File: src/rtl/vlen_pkg.sv
package vlen_pkg;
  localparam int REG_W_DEF  = 64;
  localparam int LEN_W_DEF  = 4;
  localparam int GRAN_LOG2  = 7;   // 128-bit granule
  localparam int SYNC_DEPTH = 2;
endpackage

File: src/rtl/vlen_rst_sync.sv
module vlen_rst_sync #(
  parameter int DEPTH = vlen_pkg::SYNC_DEPTH
) (
  input  logic clk,
  input  logic rst_n,
  output logic rst_n_sync
);
  logic [DEPTH-1:0] sync_q;
  logic [DEPTH-1:0] sync_d;

  always_comb begin
    sync_d = {sync_q[DEPTH-2:0], 1'b1};
  end

  always_ff @(posedge clk or negedge rst_n) begin
    if (!rst_n) sync_q <= '0;
    else        sync_q <= sync_d;
  end

  assign rst_n_sync = sync_q[DEPTH-1];
endmodule

File: src/rtl/vlen_len_store.sv
module vlen_len_store #(
  parameter int LEN_W = vlen_pkg::LEN_W_DEF
) (
  input  logic             clk,
  input  logic             rst_n,
  input  logic             wr_en,
  input  logic [LEN_W-1:0] wr_len,
  output logic [LEN_W-1:0] len_q,
  output logic [LEN_W-1:0] src_len
);
  logic [LEN_W-1:0] len_d;

  always_comb begin
    len_d   = wr_len;
    src_len = wr_en ? wr_len : len_q;   // same-cycle forwarding
  end

  always_ff @(posedge clk or negedge rst_n) begin
    if (!rst_n)     len_q <= '0;
    else if (wr_en) len_q <= len_d;
  end
endmodule

File: src/rtl/vlen_round_down.sv
module vlen_round_down #(
  parameter int                     LEN_W    = vlen_pkg::LEN_W_DEF,
  parameter logic [(1<<LEN_W)-1:0]  IMPL_SET = '1
) (
  input  logic [LEN_W-1:0] src_len,
  input  logic [LEN_W-1:0] cap_len,
  output logic [LEN_W-1:0] out_len
);
  localparam int NUM_LEN = 1 << LEN_W;
  localparam logic [NUM_LEN-1:0] SET_FIX = IMPL_SET | NUM_LEN'(1);

  logic [LEN_W-1:0] capped;

  always_comb begin
    capped  = (src_len < cap_len) ? src_len : cap_len;
    out_len = '0;
    for (int i = 0; i < NUM_LEN; i++) begin
      if (SET_FIX[i] && (i <= int'(capped))) out_len = i[LEN_W-1:0];
    end
  end
endmodule

File: src/rtl/vlen_ctrl_reg.sv
module vlen_ctrl_reg #(
  parameter int                    REG_W    = vlen_pkg::REG_W_DEF,
  parameter int                    LEN_W    = vlen_pkg::LEN_W_DEF,
  parameter logic [(1<<LEN_W)-1:0] IMPL_SET = 16'h808B
) (
  input  logic                                 clk,
  input  logic                                 rst_n,
  input  logic                                 wr_en,
  input  logic [REG_W-1:0]                     wr_data,
  input  logic [LEN_W-1:0]                     cap_code,
  input  logic                                 host_mode,
  input  logic                                 trap_gen,
  input  logic                                 hyp_en,
  output logic [REG_W-1:0]                     rd_data,
  output logic [LEN_W-1:0]                     eff_code,
  output logic [LEN_W+vlen_pkg::GRAN_LOG2:0]   eff_bits,
  output logic                                 user_len_ext
);
  localparam int NUM_LEN = 1 << LEN_W;
  localparam int BITS_W  = LEN_W + vlen_pkg::GRAN_LOG2 + 1;
  localparam logic [NUM_LEN-1:0] SET_FIX = IMPL_SET | NUM_LEN'(1);

  logic             rst_int_n;
  logic [LEN_W-1:0] len_q;
  logic [LEN_W-1:0] src_len;
  logic             unused_wr_hi;

  assign unused_wr_hi = ^wr_data[REG_W-1:LEN_W];

  vlen_rst_sync u_rst (
    .clk        (clk),
    .rst_n      (rst_n),
    .rst_n_sync (rst_int_n)
  );

  vlen_len_store #(.LEN_W(LEN_W)) u_store (
    .clk     (clk),
    .rst_n   (rst_int_n),
    .wr_en   (wr_en),
    .wr_len  (wr_data[LEN_W-1:0]),
    .len_q   (len_q),
    .src_len (src_len)
  );

  vlen_round_down #(.LEN_W(LEN_W), .IMPL_SET(IMPL_SET)) u_round (
    .src_len (src_len),
    .cap_len (cap_code),
    .out_len (eff_code)
  );

  always_comb begin
    rd_data      = {{(REG_W-LEN_W){1'b0}}, len_q};
    eff_bits     = (BITS_W'(eff_code) + BITS_W'(1)) << vlen_pkg::GRAN_LOG2;
    user_len_ext = host_mode & trap_gen & hyp_en;
  end


  eff_le_cap_chk: assert property (@(posedge clk) disable iff (!rst_int_n)
    eff_code <= cap_code);


  eff_impl_chk: assert property (@(posedge clk) disable iff (!rst_int_n)
    SET_FIX[eff_code]);


  fwd_bound_chk: assert property (@(posedge clk) disable iff (!rst_int_n)
    wr_en |-> eff_code <= wr_data[LEN_W-1:0]);


  len_write_chk: assert property (@(posedge clk) disable iff (!rst_int_n)
    wr_en |=> rd_data[LEN_W-1:0] == $past(wr_data[LEN_W-1:0]));


  len_hold_chk: assert property (@(posedge clk) disable iff (!rst_int_n)
    !wr_en |=> $stable(rd_data));


  ext_sel_chk: assert property (@(posedge clk) disable iff (!rst_int_n)
    user_len_ext |-> (hyp_en && host_mode && trap_gen));
endmodule

File: config.mk
export PLATFORM = sky130hd
export DESIGN_NAME = vlen_ctrl_reg
export DESIGN_NICKNAME = d
export VERILOG_FILES = /design/src/rtl/vlen_pkg.sv /design/src/rtl/vlen_rst_sync.sv /design/src/rtl/vlen_len_store.sv /design/src/rtl/vlen_round_down.sv /design/src/rtl/vlen_ctrl_reg.sv
export SDC_FILE = /design/constraint.sdc
export NUM_CORES = 1
export LEC_CHECK = 0
export BUFFER_PORTS_ARGS = -buffer_cell sky130_fd_sc_hd__buf_2
export CORE_MARGIN = 2
export CORE_UTILIZATION = 26
export DETAILED_ROUTE_END_ITERATION = 16
export PLACE_DENSITY = 0.78
export RECOVER_POWER = 100
export SLEW_MARGIN = 20
export SYNTH_ARGS = -nofsm -noshare
export SYNTH_HDL_FRONTEND = slang
export SYNTH_HIERARCHICAL = 1
export SYNTH_SLANG_ARGS = --single-unit
File: constraint.sdc
create_clock -name clk -period 3.4 [get_ports clk]
set_input_delay 0.85 -clock clk [delete_from_list [all_inputs] [get_ports clk]]
set_output_delay 0.85 -clock clk [all_outputs]
set_load 0.02 [all_outputs]
* Yosys cells after proc, flatten, opt, wreduce, memory -nomap -nowiden
Cells that the tools add are included.
Word-level totals: word-level logic and storage cells 16, output and inout port bits 81, register bits after elaboration 6
Operators by class: order comparisons 5, mux-type cells 6, bitwise operators 2, add/subtract/negate cells 1
Operators by type and width (count):
- 4-bit 2-to-1 mux | 5
- 4-bit by 1-bit adder with 5-bit output, second input constant | 1
- 1-bit by 4-bit <= comparator with 1-bit output, first input constant | 1
- 2-bit by 4-bit <= comparator with 1-bit output, first input constant | 1
- 3-bit by 4-bit <= comparator with 1-bit output, first input constant | 1
- 4-bit <= comparator, first input constant | 1
- 4-bit less-than comparator | 1
- 1-bit bitwise AND | 2
- 1-bit 2-to-1 mux | 1

* Longest topological paths before layout
Gate-level depths: netlist of run 1.
word-level depth 9, depth in mapped cells 7, depth with buffers taken out 7

* Hierarchy
Netlist of run 1, hierarchy kept.
By module, submodules not included:
- vlen_ctrl_reg | area an instance 559.3 um2, cells each 75, instances 1, seq. area each 0.0 um2
- vlen_round_down | area an instance 196.4 um2, cells each 25, instances 1, seq. area each 0.0 um2
- vlen_len_store | area an instance 145.1 um2, cells each 8, instances 1, seq. area each 100.1 um2
- vlen_rst_sync | area an instance 53.8 um2, cells each 3, instances 1, seq. area each 50.0 um2

* Worst setup path after synthesis of run 1
Ideal clock, no wire load.
path kind in2out, from input wr_en, to output eff_bits[9] in the netlist's numbering, arrival 3.102 ns, stages on the path 7, slack -0.552 ns, cell sequence mux2_2 > ha_1 > a2111oi_2 > a21oi_2 > mux2i_1 > ha_1 > xor2_1
Between the ends: word-level cells in the longest chain between the ends 9, elaborated cells between the ends (all ways) 12, classes of those cells 1 x add/sub; 5 x order compare; 6 x mux
Ends and longest elaborated chain:
- start, declared | line vlen_ctrl_reg.sv:8 | input logic wr_en,
- 4-bit 2-to-1 mux *
- 4-bit less-than comparator | line vlen_round_down.sv:15 | capped = (src_len < cap_len) ? src_len : cap_len;
- 4-bit 2-to-1 mux * | line vlen_round_down.sv:15
- 1-bit by 4-bit <= comparator with 1-bit output | line vlen_round_down.sv:18 | if (SET_FIX[i] && (i <= int'(capped))) out_len = i[LEN_W-1:0];
- 1-bit 2-to-1 mux | line vlen_round_down.sv:18
- 4-bit 2-to-1 mux (2 in a row) | line vlen_round_down.sv:18
- 4-bit 2-to-1 mux * | line vlen_round_down.sv:18
- net eff_code[0] | line vlen_ctrl_reg.sv:15 | output logic [LEN_W-1:0] eff_code,
- 4-bit by 1-bit adder with 5-bit output * | line vlen_ctrl_reg.sv:53 | eff_bits = (BITS_W'(eff_code) + BITS_W'(1)) << vlen_pkg::GRAN_LOG2;
- end, declared | line vlen_ctrl_reg.sv:16 | output logic [LEN_W+vlen_pkg::GRAN_LOG2:0] eff_bits,
The timed path passes the listed nets; every way through them passes the cells marked *.

* Worst setup path in the final report of run 1
from input wr_en, to output eff_bits[11] in the netlist's numbering
Between the ends: word-level cells in the longest chain between the ends 9, elaborated cells between the ends (all ways) 12, classes of those cells 1 x add/sub; 5 x order compare; 6 x mux
Ends and longest elaborated chain:
- 4-bit 2-to-1 mux *
- net src_len[1] | line vlen_ctrl_reg.sv:25 | logic [LEN_W-1:0] src_len;
- 4-bit less-than comparator | line vlen_round_down.sv:15
- 4-bit 2-to-1 mux * | line vlen_round_down.sv:15
- 1-bit by 4-bit <= comparator with 1-bit output | line vlen_round_down.sv:18
- 1-bit 2-to-1 mux | line vlen_round_down.sv:18
- 4-bit 2-to-1 mux (2 in a row) | line vlen_round_down.sv:18
- 4-bit 2-to-1 mux * | line vlen_round_down.sv:18
- 4-bit by 1-bit adder with 5-bit output * | line vlen_ctrl_reg.sv:53
Marks and branches as above.

==> impl_metrics.csv, run 1 <==
group,metric,value,unit
drt,vias,712,
synthesis,synth-seq-cells,6,
drt,remaining_drc_errors,0,
synthesis,synth_top_area_share,52.7,%
worst_hold_path,min_path_type,"reg2async",
clocking,postCtsHoldBufs,0,
clocking,htree_levels,1,
place,hpwl,1.41,mm
synthesis,yosysSeqAreaShare,15.7,%
timing,drv_slew,0,
power_and_ir_drop,total_power,0.520,mW
run,maxCapViolations,0,
clocking,insertion_delay,0.22,ns
clocking,root_buffer,"clkbuf_8",
final_layout,final_cells,208,
place,dpl.cell_count,199,
clocking,cts_tree,"built",
timing,grt_setup_unrepaired,"yes",
synthesis,yosys.area.top_type,"buf_4",
global_route,grt_max_degree,8,
timing,period_minus_slack,3.61,ns
global_route,track_usage,7.53,%
global_route,antenna_found_initial,0,
setup_path,cp-end-kind,"output pin",
floorplan,die_y,64.6,um
drt,wire_per_inst,7.96,um
setup_path,start_kind,"input port",
synthesis,yosysUniqueCellTypes,21,
timing,fin_skew,0.00562,ns
synthesis,synthCells,111,
drt,antenna_left,0,
final_layout,num_antenna_cells,0,
floorplan,start_util,26.5,%
place,place_ws,-0.296,ns
clocking,clk_pin_slew,0.04,ns
synthesis,yosysWarnings,6,
setup_path,cp.required,2.55,ns
timing,fmax,277,MHz
synthesis,synth_area_leaders,"buf_4, dfrtp_1, ha_1",
final_layout,drive_gt1_share,41.3,%
floorplan,rows,22,
setup_path,reg2reg_from,"u_store/len_q[1]$_DFF_PN0_",
timing,hold_viol,0,
timing,setup_ws,-0.209,ns
global_route,grt_first_pass_wirelength,2.30,mm
place,port_buffers,27,
floorplan,io-pin-count,155,
clocking,cts_buffer_depth,2,
clocking,cts.sink_count,6,
drt,viasPerCell,3.42,
clocking,cts_buffers,3,
power_and_ir_drop,p_per_area,386,nW/um2
setup_path,arrival,2.76,ns
synthesis,syn_area_per_cell,8.60,um2
run_status,outcome,"finished, violations left",
drt,drt_iter0_drc,5,
floorplan,die_x,64.6,um
timing,final.setup.tns,-1.23,ns
final_layout,area_delta_synth_final,41.2,%
setup_path,crit_type,"in2out",
synthesis,syn-cell-area,955,um2
drt,wl,1.66,mm
place,place.gp.congestion,0.745,
floorplan,core_area,3610,um2
global_route,grt.overflow.total,0,
setup_path,worstPathMaxFanout,4,
drt,dr.pass1.iters,2,
setup_path,crit_start,"wr_en",
final_layout,nets,241,
final_layout,final.fill_count,375,
floorplan,design.die.area,4170,um2
global_route,grt_pass1_vias,512,
timing,period_share,106,%
power_and_ir_drop,p_leak,0.697,nW
timing,setup-violations-final,8,
power_and_ir_drop,ir_worst_vdd,0.135,mV
run_status,violations,"negative setup slack",
==> kinds of logic (layout without fill, tap and decap cells) <==
| family | count (synthesis) | count (layout) | synth area share [%] |
|---|---|---|---|
| flip-flops | 6 | 6 | 15.7 |
| multiplexers | 8 | 8 | 8.91 |
| XOR/XNOR | 2 | 2 | 1.84 |
| AO/OA/AOI/OAI | 7 | 7 | 5.90 |
| AND/OR/NAND/NOR | 8 | 8 | 5.24 |
| buffers and inverters | 73 | 56 | 55.0 |
| adder cells (fa/ha/maj) | 5 | 5 | 6.55 |
| other | 2 | 68 | 0.787 |
==> sequential cells by signal, summed over array words and instances (netlist names) <==
register and count:
u_rst/sync_q 2, u_store/len_q 4
==> layer usage <==
layer  global-route usage [%]  up-vias  wire length, um
li1                         -      327                -
met1                     6.89      330              476
met2                     13.8       51              937
met3                     2.43        4              198
met4                     5.59        0               43
met5                        0        -                0
==> worst max-delay path: stages <==
cell,delay [ns]
buf_8,0.11
mux2_4,0.31
ha_4,0.27
a2111oi_4,0.07
a21oi_4,0.30
mux2i_4,0.35
ha_4,0.20
and3_4,0.19
buf_6,0.11
==> final cells by class <==
class                   instances  area, um2  share of cell area [%]
inverters                       5       18.8                    1.39
multi-input cells              98        723                    53.7
clock buffers                   3       41.3                    3.06
well taps                      48       60.1                    4.46
repair buffers                 48        354                    26.3
flip-flops and latches          6        150                    11.1
==> report_power, final <==
group / internal, mW / switching [mW] / leakage [nW]
combinational: 0.148 / 0.184 / 0.605
clock: 0.0760 / 0.0306 / 0.0216
sequential: 0.0778 / 0.00340 / 0.0701
total: 0.302 / 0.218 / 0.697
==> per-stage QoR <==
step                hold slack (ns)  util [%]  cell area [um2]
floorplan                    0.0403         -             1380
global placement             0.0513      32.8             1180
detailed placement           0.0683      32.8             1180
CTS                          0.0652      35.7             1290
global route                 0.0757      37.4             1350
finish                       0.0543      37.4             1350
==> path summary, 6_finish.rpt <==
path                                                    to  slack [ns]  cells after the start
worst min register to register  u_store/len_q[2]$_DFF_PN0_        0.05                      0
worst min-delay path            u_store/len_q[2]$_DFF_PN0_        0.05                      0
worst max register to register  u_store/len_q[1]$_DFF_PN0_        2.35                      3
max in group asynchronous        u_rst/sync_q[1]$_DFF_PN0_        2.87                      1
min in group clk                 u_rst/sync_q[1]$_DFF_PN0_        0.35                      0
worst max-delay path                          eff_bits[11]       -0.21                      9
==> cell usage in the layout, fill, tap and decap left out, types with 2 or more instances in the layout <==
cell type  netlist  layout
a211oi_1         2       2
a31oi_1          2       2
buf_2            0      13
buf_4           67      17
buf_6            0      11
clkbuf_1         0       6
clkbuf_8         0       3
conb_1           2      68
dfrtp_1          6       6
ha_4             0       4
inv_1            5       4
mux2_4           0       3
mux2i_4          0       4
nand4_1          2       2
nor4_1           2       2
==> synthesized netlist by cell type <==
master	instances
buf_4	67
dfrtp_1	6
ha_1	5
inv_1	5
mux2_2	4
mux2i_1	4
a211oi_1	2
a31oi_1	2
conb_1	2
nand4_1	2
nor4_1	2
a2111oi_2	1
a21oi_2	1
and3_1	1
and3_2	1
buf_1	1
nand2b_1	1
nand3_1	1
o21ai_0	1
xnor2_1	1
xor2_1	1
==> what timing repair did <==
item,CTS,global route
buffers inserted,2,6
pin swaps,6,5
cloned,0,0
gates resized for setup,16,9
endpoints found under the setup margin,8,8
Note: power is estimated with default switching activity, not from simulation.
==> run 2: changes to the inputs <==
==> constraint.sdc (replaced) <==
create_clock -name clk -period 3.4 [get_ports clk]
set_input_delay 0.85 -clock clk [delete_from_list [all_inputs] [get_ports clk]]
set_output_delay 0.85 -clock clk [all_outputs]
set_load 0.1 [all_outputs]
==> run 2 against run 1 <==
The flow still finishes with violations (negative setup slack). Critical endpoint unchanged. Count of clock-buffer cells in the layout is the same. Critical path depth up 1. Fmax shrank 2.3%. First-iteration DRC count rose to 3.4 times the previous value. Register-to-register slack lost 0.03 ns. Largest power group unchanged.
==> impl_metrics.csv, run 2 (synthesis gave the netlist of run 1 again) <==
group,metric,value,unit
setup_path,start_kind,"input port",
final_layout,largestRegisters,"u_store/len_q: 4 flops, u_rst/sync_q: 2 flops",
timing,drv_slew,0,
final_layout,nets,242,
place,port_buffers,27,
power_and_ir_drop,p_seq_share,8.3,%
timing,setup_ws,-0.293,ns
place,hpwl,1.58,mm
power_and_ir_drop,total_power,0.992,mW
global_route,grt_max_degree,8,
run_status,violations,"negative setup slack",
clocking,cts.sink_count,6,
timing,fmax,271,MHz
drt,dr.pass1.iters,4,
setup_path,rr_worst_depth,3,
floorplan,die_y,64.6,um
drt,wl,1.91,mm
drt,drt_iter0_drc,17,
floorplan,core_area,3610,um2
floorplan,start_util,26.5,%
drt,vias,706,
power_and_ir_drop,pwr-share-comb,80.7,%
final_layout,num_antenna_cells,0,
timing,period_minus_slack,3.69,ns
setup_path,worstPathMaxFanout,4,
power_and_ir_drop,ir_worst_vdd,0.159,mV
worst_hold_path,min_path_type,"reg2async",
final_layout,layout_commonest_cell,"conb_1",
setup_path,r2r_slack,2.32,ns
power_and_ir_drop,p_per_area,681,nW/um2
final_layout,final_cell_area,1460,um2
place,place.gp.congestion,0.786,
place,dpl_cell_area,1270,um2
power_and_ir_drop,clkPwrFrac,11.0,%
clocking,clk_pin_slew,0.04,ns
global_route,grt.overflow.total,0,
timing,fin_skew,0.00232,ns
setup_path,r2r_end,"u_store/len_q[1]$_DFF_PN0_",
floorplan,rows,22,
place,dpl.cell_count,201,
floorplan,io-pin-count,155,
timing,grt_setup_unrepaired,"yes",
clocking,cts_buffers,3,
setup_path,cp.required,2.55,ns
global_route,track_usage,8.99,%
setup_path,cp-end-kind,"output pin",
global_route,grt_first_pass_wirelength,2.75,mm
power_and_ir_drop,power.switching,0.641,mW
setup_path,crit_slowest_cell,"a2111oi_4",
final_layout,drive_gt1_share,46.6,%
drt,antenna_left,0,
power_and_ir_drop,p_int,0.351,mW
clocking,cts_tree,"built",
final_layout,final_cells,209,
drt,remaining_drc_errors,0,
floorplan,die_x,64.6,um
setup_path,max_stage_delay,0.34,ns
timing,setup-violations-final,9,
clocking,postCtsHoldBufs,0,
floorplan,design.die.area,4170,um2
setup_path,path_cells,"buf_8 -> mux2_4 -> ha_4 -> a2111oi_4 -> a21oi_4 -> buf_12 -> mux2i_4 -> ha_4 -> and3_4 -> buf_12",
clocking,htree_levels,1,
global_route,antenna_found_initial,0,
setup_path,crit_type,"in2out",
final_layout,largest_reg_flops,4,
drt,wire_per_inst,9.13,um
timing,final.setup.tns,-1.60,ns
drt,viasPerCell,3.38,
timing,hold_viol,0,
clocking,cts_buffer_depth,2,
setup_path,arrival,2.84,ns
timing,hold_ws,0.0642,ns
run,maxCapViolations,0,
final_layout,layout_common_cells,"conb_1, buf_4, buf_2",
final_layout,top_register,"u_store/len_q",
power_and_ir_drop,swShare,64.6,%
clocking,root_buffer,"clkbuf_8",
final_layout,area_delta_synth_final,52.6,%
power_and_ir_drop,p_leak,0.746,nW
run_status,outcome,"finished, violations left",
clocking,insertion_delay,0.22,ns
timing,period_share,109,%
global_route,grt_pass1_vias,606,
setup_path,reg2reg_from,"u_store/len_q[1]$_DFF_PN0_",
-- run 2: cell count changes in the layout (fill, tap and decap cells not counted), moves of 2 or more --
cell	change
buf_6	-8
buf_12	+10
clkbuf_1	-4
dfrtp_2	+2
buf_2	+3
dfrtp_1	-2
-- run 2: worst max path at each step --
stage	start	endpoint	slack, ns	cells after the start
after floorplan	wr_en	eff_bits[10]	-1.83	7
after global placement	wr_en	eff_bits[9]	-0.42	9
after detailed placement	wr_en	eff_bits[9]	-0.45	9
after CTS	wr_en	eff_bits[9]	-0.28	10
after global routing	wr_en	eff_bits[9]	-0.33	10
final	wr_en	eff_bits[11]	-0.29	10
-- run 2: layout make-up --
cell class | count | area [um2]
sequential | 6 | 153
tap | 48 | 60.1
inverter | 5 | 18.8
timing repair buffer | 49 | 464
fill | 363 | 2150
multi-input combinational | 98 | 719
clock buffer | 3 | 41.3
-- run 2: critical path: cells and delay by family --
kind                     cells  cell delay (ns)
AND/OR/NAND/NOR              1             0.19
adder cells (fa/ha/maj)      2             0.42
AO/OA/AOI/OAI                2             0.40
multiplexers                 2             0.54
buffers and inverters        3             0.43
-- run 2: per-stage QoR --
step           worst slack, ns  util (%)
6_report                -0.293      40.4
5_1_grt                 -0.333      40.4
4_1_cts                 -0.277      38.8
3_5_place_dp            -0.453      35.4
3_3_place_gp            -0.421      35.4
2_1_floorplan            -1.83         -
-- run 2: metal layers --
metal	GRT usage [%]	vias up	part of all wire (%)
li1	-	327	-
met1	7.20	322	30
met4	5.59	0	1.4
met5	0	-	0
met2	17.6	55	56
met3	3.82	2	13
-- run 2: timing repair --
action	in CTS	in global routing
buffers inserted	3	5
pin swaps	6	2
gates resized for setup	10	9
endpoints found under the setup margin	9	9
-- run 2: power by group through the flow --
stage	clock network, mW	registers [mW]	logic (mW)
floorplan	0	0.118	0.622
global placement	0	0.0824	0.737
detailed placement	0	0.0830	0.743
CTS	0.114	0.0822	0.778
global route	0.119	0.0833	0.821
finish	0.109	0.0824	0.800
==> run 3: changes to the inputs <==
--- a/config.mk
+++ b/config.mk
@@ -10,7 +10,7 @@
 export CORE_UTILIZATION = 26
 export DETAILED_ROUTE_END_ITERATION = 16
 export PLACE_DENSITY = 0.78
-export RECOVER_POWER = 100
+export RECOVER_POWER = 25
 export SLEW_MARGIN = 20
 export SYNTH_ARGS = -nofsm -noshare
 export SYNTH_HDL_FRONTEND = slang
==> run 3 against run 2 <==
The flow still finishes with violations (negative setup slack). Via count decreased by 0.28%. Core utilization up 0.14 points. Critical path type unchanged. Critical path depth stayed put. Count of clock-buffer cells in the layout is the same. Largest power group unchanged. Power barely moved. Critical endpoint unchanged. Sequential share of layout area barely moved. Final area grew 0.34%. Die area did not move. Clock power hardly changed.
==> impl_metrics.csv, run 3 (synthesis gave the netlist of run 1 again) <==
group,metric,value,unit
clocking,cts_buffers,3,
final_layout,nets,242,
timing,grt_setup_unrepaired,"yes",
clocking,insertion_delay,0.22,ns
final_layout,layout_commonest_cell,"conb_1",
timing,fmax,271,MHz
setup_path,start_kind,"input port",
run,maxCapViolations,0,
power_and_ir_drop,power.switching,0.640,mW
floorplan,design.die.area,4170,um2
timing,period_minus_slack,3.69,ns
final_layout,final.fill_count,360,
final_layout,largest_reg_flops,4,
global_route,grt_pass1_vias,606,
setup_path,cp.required,2.55,ns
drt,vias,704,
setup_path,worst_path_dominant_cell_family,"multiplexers",
drt,antenna_left,0,
drt,viasPerCell,3.37,
final_layout,layout_common_cells,"conb_1, buf_4, buf_2",
floorplan,start_util,26.5,%
timing,drv_slew,0,
final_layout,area_delta_synth_final,53.1,%
timing,period_share,109,%
final_layout,drive_gt1_share,47.8,%
power_and_ir_drop,ir_worst_vdd,0.165,mV
drt,wl,1.91,mm
setup_path,reg2reg_from,"u_store/len_q[1]$_DFF_PN0_",
final_layout,post-route-util,40.5,%
power_and_ir_drop,p_int,0.352,mW
clocking,htree_levels,1,
power_and_ir_drop,swShare,64.5,%
final_layout,num_antenna_cells,0,
timing,hold_viol,0,
timing,hold_ws,0.0614,ns
floorplan,die_y,64.6,um
setup_path,max_stage_delay,0.34,ns
run_status,violations,"negative setup slack",
power_and_ir_drop,p_seq_share,8.3,%
drt,remaining_drc_errors,0,
worst_hold_path,min_path_type,"reg2async",
clocking,cts_buffer_depth,2,
floorplan,io-pin-count,155,
power_and_ir_drop,p_per_area,679,nW/um2
setup_path,crit_type,"in2out",
place,hpwl,1.58,mm
drt,drt_iter0_drc,16,
floorplan,core_area,3610,um2
run_status,outcome,"finished, violations left",
global_route,grt_first_pass_wirelength,2.75,mm
setup_path,worstPathMaxFanout,4,
final_layout,final_cells,209,
global_route,antenna_found_initial,0,
clocking,clk_pin_slew,0.04,ns
place,dpl.cell_count,201,
setup_path,arrival,2.84,ns
setup_path,cp-end-kind,"output pin",
final_layout,largestRegisters,"u_store/len_q: 4 flops, u_rst/sync_q: 2 flops",
timing,final.setup.tns,-1.60,ns
drt,wire_per_inst,9.13,um
global_route,grt_max_degree,8,
timing,setup-violations-final,9,
final_layout,top_register,"u_store/len_q",
place,port_buffers,27,
clocking,root_buffer,"clkbuf_8",
setup_path,crit_start,"wr_en",
drt,dr.pass1.iters,2,
clocking,cts.sink_count,6,
power_and_ir_drop,pwr-share-comb,80.7,%
floorplan,die_x,64.6,um
setup_path,crit_slowest_cell,"a2111oi_4",
power_and_ir_drop,p_leak,0.752,nW
global_route,grt.overflow.total,0,
place,place.gp.congestion,0.786,
power_and_ir_drop,clkPwrFrac,11.0,%
setup_path,path_cells,"buf_8 -> mux2_4 -> ha_4 -> a2111oi_4 -> a21oi_4 -> buf_12 -> mux2i_4 -> ha_4 -> and3_4 -> buf_12",
floorplan,rows,22,
clocking,cts_tree,"built",
place,place_ws,-0.453,ns
setup_path,cp_num_buf_inv,3,
global_route,track_usage,8.99,%
timing,setup_ws,-0.294,ns
timing,fin_skew,0.00301,ns
==> run 3: power by group through the flow <==
stage | Sequential [mW] | Clock, mW | Combinational [mW]
3_5_place_dp | 0.0830 | 0 | 0.743
6_report | 0.0824 | 0.109 | 0.801
4_1_cts | 0.0822 | 0.114 | 0.778
2_1_floorplan | 0.118 | 0 | 0.622
3_3_place_gp | 0.0824 | 0 | 0.737
5_1_grt | 0.0833 | 0.119 | 0.822
==> run 3: through the flow <==
stage / power [mW] / area (um2)
finish: 0.992 / 1460
global route: 1.02 / 1460
CTS: 0.974 / 1400
detailed placement: 0.826 / 1270
global placement: 0.820 / 1270
floorplan: 0.739 / 1320
==> run 3: layer usage <==
metal	vias to the layer above	wire length, um	share of wire, %	track usage (%)
met5	-	0	0	0
met4	0	27	1.4	5.59
met3	2	241	13	3.82
met2	55	1070	56	17.6
met1	319	564	30	7.20
li1	328	-	-	-
==> run 3: path summary, 6_finish.rpt <==
kind / to / slack, ns / cells past startpoint
worst min register to register: u_store/len_q[2]$_DFF_PN0_ / 0.06 / 0
max in group asynchronous: u_rst/sync_q[1]$_DFF_PN0_ / 2.91 / 1
min in group clk: u_rst/sync_q[1]$_DFF_PN0_ / 0.35 / 0
worst min-delay path: u_store/len_q[2]$_DFF_PN0_ / 0.06 / 0
worst max register to register: u_store/len_q[1]$_DFF_PN0_ / 2.32 / 3
worst max-delay path: eff_bits[11] / -0.29 / 10
==> run 3: area by class of cell <==
class                           instances  area (um2)  area share, %
Clock buffer                            3        41.3           2.83
Multi-Input combinational cell         98         719           49.2
Timing Repair Buffer                   49         469           32.1
Sequential cell                         6         153           10.4
Tap cell                               48        60.1           4.11
Inverter                                5        18.8           1.28
==> run 3: what timing repair did <==
item,4_1_cts,5_1_grt
setup buffers,3,5
endpoints found under the hold margin,0,0
setup endpoints to repair,9,9
hold buffers,0,0
resized for setup,10,9
pin swaps,6,2
